[config.mk]
export PLATFORM = sky130hd
export DESIGN_NAME = adc_seq_ctrl
export DESIGN_NICKNAME = d
export VERILOG_FILES = /design/src/rtl/adc_seq_pkg.sv /design/src/rtl/adc_seq_slot_bank.sv /design/src/rtl/adc_seq_result_bank.sv /design/src/rtl/adc_seq_ctrl.sv
export SDC_FILE = /design/constraint.sdc
export NUM_CORES = 1
export LEC_CHECK = 0
export CAP_MARGIN = 5
export CORE_AREA = 2 2 186 188
export DETAILED_ROUTE_END_ITERATION = 16
export DIE_AREA = 0 0 188 190
export PLACE_DENSITY = 0.79
export SYNTH_ARGS = -nofsm -noshare
export SYNTH_HDL_FRONTEND = slang
export SYNTH_SLANG_ARGS = --single-unit
[constraint.sdc]
create_clock -name clk -period 4.8 [get_ports clk]
set_input_delay 0.72 -clock clk [delete_from_list [all_inputs] [get_ports clk]]
set_output_delay 0.72 -clock clk [all_outputs]
set_load 0.1 [all_outputs]
[src/rtl/adc_seq_pkg.sv]
package adc_seq_pkg;
    localparam int CHAN_W = 4;
    localparam int REF_W  = 3;

    typedef enum logic [1:0] {
        MODE_SINGLE     = 2'd0,
        MODE_SEQ        = 2'd1,
        MODE_REP_SINGLE = 2'd2,
        MODE_REP_SEQ    = 2'd3
    } seq_mode_e;

    typedef enum logic [1:0] {
        ST_IDLE = 2'd0,
        ST_WAIT = 2'd1,
        ST_CONV = 2'd2
    } seq_state_e;

    typedef struct packed {
        logic [CHAN_W-1:0] chan;
        logic [REF_W-1:0]  refsel;
        logic              eos;
    } slot_t;
endpackage

[src/rtl/adc_seq_slot_bank.sv]
module adc_seq_slot_bank
    import adc_seq_pkg::*;
#(
    parameter int N_SLOTS = 16,
    localparam int ADDR_W = $clog2(N_SLOTS)
) (
    input  logic              clk,
    input  logic              rst_n,
    input  logic              we,
    input  logic [ADDR_W-1:0] waddr,
    input  slot_t             wslot,
    input  logic [ADDR_W-1:0] raddr,
    output slot_t             rslot
);
    slot_t [N_SLOTS-1:0] slots_d, slots_q;

    always_comb begin
        slots_d = slots_q;
        if (we) slots_d[waddr] = wslot;
    end

    always_ff @(posedge clk or negedge rst_n) begin
        if (!rst_n) slots_q <= '0;
        else        slots_q <= slots_d;
    end

    assign rslot = slots_q[raddr];
endmodule

[src/rtl/adc_seq_result_bank.sv]
module adc_seq_result_bank #(
    parameter int N_SLOTS = 16,
    parameter int DATA_W  = 12,
    localparam int ADDR_W = $clog2(N_SLOTS)
) (
    input  logic              clk,
    input  logic              rst_n,
    input  logic              wr_en,
    input  logic [ADDR_W-1:0] wr_addr,
    input  logic [DATA_W-1:0] wr_data,
    input  logic              rd_en,
    input  logic [ADDR_W-1:0] rd_addr,
    output logic [DATA_W-1:0] rd_data,
    input  logic [N_SLOTS-1:0] ie_mask,
    input  logic              ovf_clr,
    output logic [N_SLOTS-1:0] flags,
    output logic              ovf,
    output logic              irq
);
    typedef struct packed {
        logic [N_SLOTS-1:0][DATA_W-1:0] mem;
        logic [N_SLOTS-1:0]             flg;
        logic                           ovf;
    } res_regs_t;

    res_regs_t d, q;
    logic      read_same;

    always_comb begin
        d         = q;
        read_same = rd_en && (rd_addr == wr_addr);
        if (ovf_clr) d.ovf = 1'b0;
        if (rd_en)   d.flg[rd_addr] = 1'b0;
        if (wr_en) begin
            d.mem[wr_addr] = wr_data;
            d.flg[wr_addr] = 1'b1;
            if (q.flg[wr_addr] && !read_same) d.ovf = 1'b1;
        end
    end

    always_ff @(posedge clk or negedge rst_n) begin
        if (!rst_n) q <= '0;
        else        q <= d;
    end

    assign rd_data = q.mem[rd_addr];
    assign flags   = q.flg;
    assign ovf     = q.ovf;
    assign irq     = |(q.flg & ie_mask);

    assert_flag_set_R9: assert property (@(posedge clk) disable iff (!rst_n)
        wr_en |=> flags[$past(wr_addr)]);

    assert_read_clear_R9: assert property (@(posedge clk) disable iff (!rst_n)
        (rd_en && !(wr_en && wr_addr == rd_addr)) |=> !flags[$past(rd_addr)]);

    assert_overflow_set_R10: assert property (@(posedge clk) disable iff (!rst_n)
        (wr_en && flags[wr_addr] && !(rd_en && rd_addr == wr_addr)) |=> ovf);
endmodule

[src/rtl/adc_seq_ctrl.sv]
module adc_seq_ctrl
    import adc_seq_pkg::*;
#(
    parameter int N_SLOTS = 16,
    parameter int DATA_W  = 12,
    localparam int ADDR_W = $clog2(N_SLOTS)
) (
    input  logic               clk,
    input  logic               rst_n,
    input  logic               enable,
    input  logic [1:0]         mode,
    input  logic [ADDR_W-1:0]  start_addr,
    input  logic               multi,
    input  logic               trig_sw_sel,
    input  logic               sw_start,
    input  logic               hw_trig,
    input  logic               slot_we,
    input  logic [ADDR_W-1:0]  slot_waddr,
    input  logic [CHAN_W-1:0]  slot_wchan,
    input  logic [REF_W-1:0]   slot_wref,
    input  logic               slot_weos,
    output logic               conv_start,
    output logic [CHAN_W-1:0]  conv_chan,
    output logic [REF_W-1:0]   conv_ref,
    input  logic               conv_done,
    input  logic [DATA_W-1:0]  conv_data,
    input  logic               rd_en,
    input  logic [ADDR_W-1:0]  rd_addr,
    output logic [DATA_W-1:0]  rd_data,
    input  logic [N_SLOTS-1:0] ie_mask,
    input  logic               ovf_clr,
    output logic [N_SLOTS-1:0] flags,
    output logic               ovf,
    output logic               irq,
    output logic               busy
);
    localparam logic [ADDR_W-1:0] LAST_SLOT = ADDR_W'(N_SLOTS - 1);

    typedef struct packed {
        seq_state_e        state;
        seq_mode_e         run_mode;
        logic [ADDR_W-1:0] ptr;
        logic              start;
        logic              rearm;
        logic              trig;
    } seq_regs_t;

    seq_regs_t d, q;
    slot_t     cur_slot;
    slot_t     wr_slot;
    logic      trig_evt, accept_new, abort_now, store_res, last_slot;
    logic [ADDR_W-1:0] ptr_next;

    assign wr_slot = '{chan: slot_wchan, refsel: slot_wref, eos: slot_weos};

    adc_seq_slot_bank #(.N_SLOTS(N_SLOTS)) slot_bank_i (
        .clk(clk), .rst_n(rst_n), .we(slot_we), .waddr(slot_waddr),
        .wslot(wr_slot), .raddr(q.ptr), .rslot(cur_slot)
    );

    always_comb begin
        d          = q;
        d.start    = 1'b0;
        d.trig     = hw_trig;
        trig_evt   = trig_sw_sel ? sw_start : (hw_trig && !q.trig);
        accept_new = enable && trig_evt && (trig_sw_sel || !q.rearm);
        abort_now  = !enable && (seq_mode_e'(mode) == MODE_SINGLE ||
                                 (q.state != ST_IDLE && q.run_mode == MODE_SINGLE));
        store_res  = (q.state == ST_CONV) && conv_done && !abort_now;
        last_slot  = cur_slot.eos;
        ptr_next   = (q.ptr == LAST_SLOT) ? '0 : q.ptr + 1'b1;

        if (!enable) d.rearm = 1'b0;

        unique case (q.state)
            ST_IDLE: begin
                if (accept_new) begin
                    d.run_mode = seq_mode_e'(mode);
                    d.ptr      = start_addr;
                    d.state    = ST_CONV;
                    d.start    = 1'b1;
                end
            end
            ST_WAIT: begin
                if (!enable) begin
                    if (q.run_mode == MODE_REP_SINGLE) d.state = ST_IDLE;
                    else begin
                        d.state = ST_CONV;
                        d.start = 1'b1;
                    end
                end else if (trig_evt) begin
                    d.state = ST_CONV;
                    d.start = 1'b1;
                end
            end
            ST_CONV: begin
                if (conv_done) begin
                    if (q.run_mode == MODE_SINGLE ||
                        (q.run_mode != MODE_REP_SINGLE && last_slot) ||
                        (q.run_mode == MODE_REP_SINGLE && !enable)) begin
                        d.state = ST_IDLE;
                        if (q.run_mode == MODE_SINGLE || q.run_mode == MODE_SEQ)
                            d.rearm = enable && !trig_sw_sel;
                    end else begin
                        if (q.run_mode != MODE_REP_SINGLE) d.ptr = ptr_next;
                        if (multi || !enable) d.start = 1'b1;
                        else                  d.state = ST_WAIT;
                    end
                end
            end
            default: d.state = ST_IDLE;
        endcase

        if (abort_now) begin
            d.state = ST_IDLE;
            d.start = 1'b0;
        end
    end

    always_ff @(posedge clk or negedge rst_n) begin
        if (!rst_n) q <= '{state: ST_IDLE, run_mode: MODE_SINGLE, default: '0};
        else        q <= d;
    end

    adc_seq_result_bank #(.N_SLOTS(N_SLOTS), .DATA_W(DATA_W)) result_bank_i (
        .clk(clk), .rst_n(rst_n), .wr_en(store_res), .wr_addr(q.ptr),
        .wr_data(conv_data), .rd_en(rd_en), .rd_addr(rd_addr), .rd_data(rd_data),
        .ie_mask(ie_mask), .ovf_clr(ovf_clr), .flags(flags), .ovf(ovf), .irq(irq)
    );

    assign conv_start = q.start;
    assign conv_chan  = cur_slot.chan;
    assign conv_ref   = cur_slot.refsel;
    assign busy       = (q.state != ST_IDLE);

    assert_start_pulse_R13: assert property (@(posedge clk) disable iff (!rst_n)
        (conv_start && !conv_done) |=> !conv_start);

    assert_abort_idle_R12: assert property (@(posedge clk) disable iff (!rst_n)
        (!enable && mode == 2'd0) |=> !busy);

    assert_rearm_block_R8: assert property (@(posedge clk) disable iff (!rst_n)
        (q.rearm && enable && !trig_sw_sel) |=> !conv_start);

    assert_idle_no_start_R1: assert property (@(posedge clk) disable iff (!rst_n)
        (!busy && !enable) |=> !conv_start);
endmodule

==> impl_metrics.ini, run 1 <==
[clock_tree]
path_clk_slew_ns = 0.06
htreeDepth = 2
cts_tree = yes
cts_sinks = 348
root_buffer = clkbuf_16
cts_buffer_depth = 3
cts_buffers = 36
cts_resized = 0
postCtsSetupRepairBufs = 0
clock_latency_ns = 0.52
hold_buffers = 0

[floorplan]
start_util = 0.491
die_w_um = 188
die_y_um = 190
core-area_mm2 = 0.0339
pin_count = 100
dieArea_mm2 = 0.0357
rows = 68

[critical_path]
crit_fanout = 25
rrSetupSlack_ns = 1.74
worst-endpoint-required_ns = 4.08
worstReg2RegStart = q[5]$_DFFE_PN0P_
worstPathArrival_ns = 2.75
critPathLaunchType = input port
r2r_cells = 4
r2r_end = result_bank_i.q[81]$_DFFE_PN0P_
path_class = input port to output port
endpoint_kind = output port

[sta]
whs_ns = 0.214
maxSlewViolCount = 0
finClkSkew_ns = 0.0222
max_slew_margin = 0.238
finalHoldViolCount = 0
fmax_mhz = 288
rsz0062_at_grt = false
fin_crit_sh = 0.723
period_needed_ns = 3.47
tightest_slew_ns = 1.14
fin_ws_ns = 1.33
setup_tns_ns = 0
setup-violations-final = 0

[synth]
syn_inst = 1054
synth_area_leaders = dfrtp_1 52%, mux2_2 16%, mux4_2 14%
synth_warnings = 0
syn_avg_cell_area_um2 = 15.8
yosysMostFrequentCell = dfrtp_1
synth_fp_nets = 1119
ys_seq_elements = 348
synth_top_cell_by_area = dfrtp_1
syn-cell-area_mm2 = 0.0167
synth_ff_type = dfrtp_1
synth_edf_count = 0
netlist_top_cells_count = 348 x dfrtp_1, 236 x mux2_2, 101 x mux4_2, 54 x mux2_4, 39 x clkbuf_1
ys_seq_area_frac = 0.522
synth_top_area_frac = 0.522
ys_types = 58
async_flop_share = 1.00

[global_routing]
grt_pass1_vias = 9945
grt_max_degree = 118
grt_overflow = 0
grt_use_total = 0.216
antenna_found_initial = 2
grt_first_pass_wirelength_um = 59200

[routing]
routedLengthMet1_um = 16300
wl_met3_um = 2440
ant_nets = 0
drt-vias-per-instance = 5.94
dr.max_layer_used = met5
drtIter0Drc = 581
drtPass1Iterations = 5
vias = 9479
wl_per_cell_um = 23.6
drc = 0
routed_wl_um = 37700
wl_met2_um = 17900

[placed_design]
port_buffers = 99
placedCellCount = 1532
dp_hpwl_um = 23700
globalplace.congestion = 0.787
place_worst_setup_slack_ns = 1.28

[layout]
drive_above_1_share = 0.446
nets = 1180
area_delta_synth_final_pct = 14.1
fillCellCount = 2569
stdcell_count = 1597

[power_and_ir_drop]
power_density_mw_per_mm2 = 584
leakagePower_nw = 8.74
max-vdd-ir-drop_v = 0.000666

[run]
drv_cap = 0

[hold_path]
holdCritPathClass = input port to asynchronous set/reset pin

[status]
status = finished, final reports clean
## cells in the final DEF, fill, tap and decap left out, drive strengths merged, types with 3 or more instances in the layout
cell / instances
a21oi: 8
a221oi: 5
a22o: 4
a22oi: 4
buf: 39
clkbuf: 54
clkdlybuf4s50: 76
clkinv: 8
dfrtp: 348
ha: 4
inv: 10
mux2: 322
mux2i: 8
mux4: 101
nand2: 26
nand2b: 5
nand3: 15
nand3b: 10
nand4: 8
nor2: 23
nor2b: 3
nor3: 3
o21ai: 22
or3: 3
xor2: 3
## critical path, stage by stage
cell,delay [ns]
buf_4,0.42
buf_4,0.30
mux4_2,0.51
mux4_2,0.52
buf_4,0.26
## area by class of cell
class | instances | area [um2] | area share
Sequential cell | 348 | 8710 | 0.458
Antenna cell | 1 | 2.50 | 0.000131
Clock buffer | 54 | 1100 | 0.0578
Multi-Input combinational cell | 604 | 7400 | 0.389
Timing Repair Buffer | 115 | 1100 | 0.0576
Inverter | 10 | 37.5 | 0.00197
Tap cell | 455 | 569 | 0.0299
Clock inverter | 10 | 115 | 0.00605
## registers in the layout, summed over array words and instances, names as in the netlist
register / flops
slot_bank_i.slots_q: 128
result_bank_i.flags: 16
result_bank_i.q: 192
conv_start: 1
q: 10
result_bank_i.ovf: 1
## kinds of logic after synthesis
group                      after synthesis  synth area share
DFF                                    348             0.522
and+or+nand+nor                        108            0.0446
AOI/OAI and AO/OA                       57            0.0233
adders and majority gates                4           0.00300
muxes                                  431             0.371
xor gates and xnor gates                 4           0.00210
buffers and inverters                  102            0.0344
## through the flow
| step | util | area (um2) | power [mW] |
|---|---|---|---|
| 6_report | 0.561 | 19000 | 11.1 |
| 5_1_grt | 0.561 | 19000 | 11.6 |
| 4_1_cts | 0.561 | 19000 | 11.2 |
| 3_5_place_dp | 0.525 | 17800 | 8.33 |
| 3_3_place_gp | 0.525 | 17800 | 8.21 |
| 2_1_floorplan | - | 16700 | 7.41 |
## layer usage
| metal | up-vias | GRT usage |
|---|---|---|
| li1 | 4054 | - |
| met3 | 67 | 0.0456 |
| met5 | - | 0 |
| met1 | 5056 | 0.301 |
| met2 | 300 | 0.343 |
| met4 | 2 | 0.0651 |
## power by group
part | internal, mW | leakage, nW | switching (mW) | total (mW)
Combinational | 1.73 | 3.58 | 2.27 | 4.00
Clock | 1.70 | 0.604 | 1.14 | 2.83
Sequential | 3.75 | 4.55 | 0.525 | 4.28
Total | 7.18 | 8.74 | 3.93 | 11.1
## worst max-delay path by stage
| stage | slack (ns) | cells after the start | endpoint | from |
|---|---|---|---|---|
| detailed placement | 1.28 | 5 | rd_data[6] | rd_addr[0] |
| finish | 1.33 | 5 | rd_data[6] | rd_addr[0] |
| CTS | 1.28 | 5 | rd_data[6] | rd_addr[0] |
| global route | 1.20 | 5 | rd_data[6] | rd_addr[0] |
| global placement | 1.29 | 5 | rd_data[6] | rd_addr[0] |
| floorplan | 1.47 | 4 | rd_data[0] | rd_addr[0] |
No activity file was read; power rests on OpenSTA's default activity.
==> inputs of run 2 (changes only) <==
--- a/config.mk
+++ b/config.mk
@@ -9,7 +9,7 @@
 export CORE_AREA = 2 2 186 188
 export DETAILED_ROUTE_END_ITERATION = 16
 export DIE_AREA = 0 0 188 190
-export PLACE_DENSITY = 0.79
+export PLACE_DENSITY = 0.82
 export SYNTH_ARGS = -nofsm -noshare
 export SYNTH_HDL_FRONTEND = slang
 export SYNTH_SLANG_ARGS = --single-unit
==> constraint.sdc (replaced) <==
create_clock -name clk -period 2.8 [get_ports clk]
set_input_delay 0.42 -clock clk [delete_from_list [all_inputs] [get_ports clk]]
set_output_delay 0.42 -clock clk [all_outputs]
set_load 0.1 [all_outputs]
==> run 2 against run 1 <==
The flow now finishes with violations (setup timing). Final cell count increased by 3.2%. Non-clock buffer count increased by 53. Worst setup slack got worse by 1.4 ns. Sequential power increased by 71%.
==> impl_metrics.ini, run 2 (synthesis results as in run 1) <==
[layout]
fillCellCount = 2515
stdcell_count = 1648
area_delta_synth_final_pct = 18.2
final_area_mm2 = 0.0197
final_core_util = 0.581
multiInputGateArea_mm2 = 0.00740
final_cell_mix = 346 x dfrtp_1, 236 x mux2_2, 101 x mux4_2, 79 x buf_4, 57 x clkdlybuf4s50_1
seq_area_mm2 = 0.00871
top_register = result_bank_i.q
drive_above_1_share = 0.483
nets = 1233
largest_register_ffs = 192
layout_commonest_cell = dfrtp_1

[critical_path]
worst-endpoint-required_ns = 2.38
slowest_stage = mux4_2
worstPathArrival_ns = 2.47
path_class = flop to output port
endpoint_kind = output port
r2r_cells = 7
critPathLaunchType = flop
path_cells = buf_12 -> mux4_2 -> mux4_2 -> buf_12
critical-path-max-stage-delay_ns = 0.54
crit_fanout = 12

[global_routing]
grt_pass1_vias = 10600
grt_use_total = 0.226
grt_max_degree = 79
grt_first_pass_wirelength_um = 62100
antenna_found_initial = 1
grt_overflow = 0

[routing]
routed_wl_um = 39400
drtIter0Drc = 721
drtPass1Iterations = 5
wl_per_cell_um = 23.9
vias = 9897
ant_nets = 0
drc = 0
drt-vias-per-instance = 6.01

[floorplan]
pin_count = 100
dieArea_mm2 = 0.0357
start_util = 0.491
core-area_mm2 = 0.0339
die_y_um = 190
rows = 68
die_w_um = 188

[clock_tree]
path_clk_slew_ns = 0.06
cts_buffer_depth = 3
cts_buffers = 36
root_buffer = clkbuf_16
htreeDepth = 2
clock_latency_ns = 0.52
cts_sinks = 348
cts_tree = yes

[power_and_ir_drop]
power_density_mw_per_mm2 = 1020
p_comb_frac = 0.384
power.total_mw = 20.0
leakagePower_nw = 9.11
switching_share = 0.348
pwr-share-clk = 0.250
seqPwrFrac = 0.366
p_int_mw = 13.1
max-vdd-ir-drop_v = 0.00103
p_switching_mw = 6.97

[sta]
max_slew_margin = 0.575
fin_ws_ns = -0.0899
finalHoldViolCount = 0
setup-violations-final = 7
fin_crit_sh = 1.03
finClkSkew_ns = 0.0199
rsz0062_at_grt = true
setup_tns_ns = -0.450
period_needed_ns = 2.89
whs_ns = 0.414
fmax_mhz = 346
maxSlewViolCount = 0
tightest_slew_ns = 0.638

[status]
violations = setup timing
status = finished with violations

[placed_design]
globalplace.congestion = 0.774
place_worst_setup_slack_ns = 0.179
dp_hpwl_um = 25100
placed_cell_area_mm2 = 0.0185
port_buffers = 99
placedCellCount = 1580

[hold_path]
holdCritPathClass = input port to flop
holdPathStages = 1

[run]
drv_cap = 0
==> run 2: layer usage <==
layer	track usage	routed length [um]
met1	0.306	16200
met2	0.378	19700
met3	0.0382	2360
met4	0.0663	1110
met5	0	0
==> run 2: final timing paths <==
kind / endpoint / start / slack [ns]
setup reg to reg: conv_start$_DFF_PN0_ / q[3]$_DFFE_PN0P_ / 0.37
hold reg to reg: result_bank_i.q[91]$_DFFE_PN0P_ / result_bank_i.q[91]$_DFFE_PN0P_ / 0.49
max in group asynchronous: q[8]$_DFFE_PN0P_ / rst_n / 1.35
min in group asynchronous: result_bank_i.q[72]$_DFFE_PN0P_ / rst_n / 0.48
hold / removal: q[0]$_DFF_PN0_ / hw_trig / 0.41
setup / recovery: conv_chan[1] / q[3]$_DFFE_PN0P_ / -0.09
==> run 2: critical path, delay by kind of cell (launching register included) <==
kind,cells,cell delay (ns)
flops,1,0.49
mux,2,1.06
buf+inv,2,0.38
==> run 2: cell type report <==
cell class | count | share of cell area
Clock inverter | 12 | 0.0102
Antenna cell | 1 | 0.000127
Sequential cell | 348 | 0.442
Inverter | 10 | 0.00190
Multi-Input combinational cell | 604 | 0.375
Timing Repair Buffer | 168 | 0.0899
Tap cell | 455 | 0.0289
Clock buffer | 50 | 0.0520
==> run 2: power by group through the flow <==
stage	registers [mW]	clock network, mW	logic, mW
2_1_floorplan	7.05	0	5.66
3_3_place_gp	7.28	0	7.50
3_5_place_dp	7.40	0	7.64
4_1_cts	7.30	5.09	7.76
5_1_grt	7.46	5.29	8.09
6_report	7.33	5.01	7.70
==> run 2: timing repair <==
item | 4_1_cts | 5_1_grt
setup buffers | 4 | 0
hold buffers | 1 | 0
endpoints found under the setup margin | 7 | 7
endpoints found under the hold margin | 68 | 0
pin swaps | 0 | 0
resized for setup | 1 | 0
==> inputs of run 3 (changes only) <==
--- a/config.mk
+++ b/config.mk
@@ -10,6 +10,7 @@
 export DETAILED_ROUTE_END_ITERATION = 16
 export DIE_AREA = 0 0 188 190
 export PLACE_DENSITY = 0.82
+export SKIP_LAST_GASP = 1
 export SYNTH_ARGS = -nofsm -noshare
 export SYNTH_HDL_FRONTEND = slang
 export SYNTH_SLANG_ARGS = --single-unit
==> results of run 3 <==
No change in the layout: final DEF, timing and power equal those of run 2.
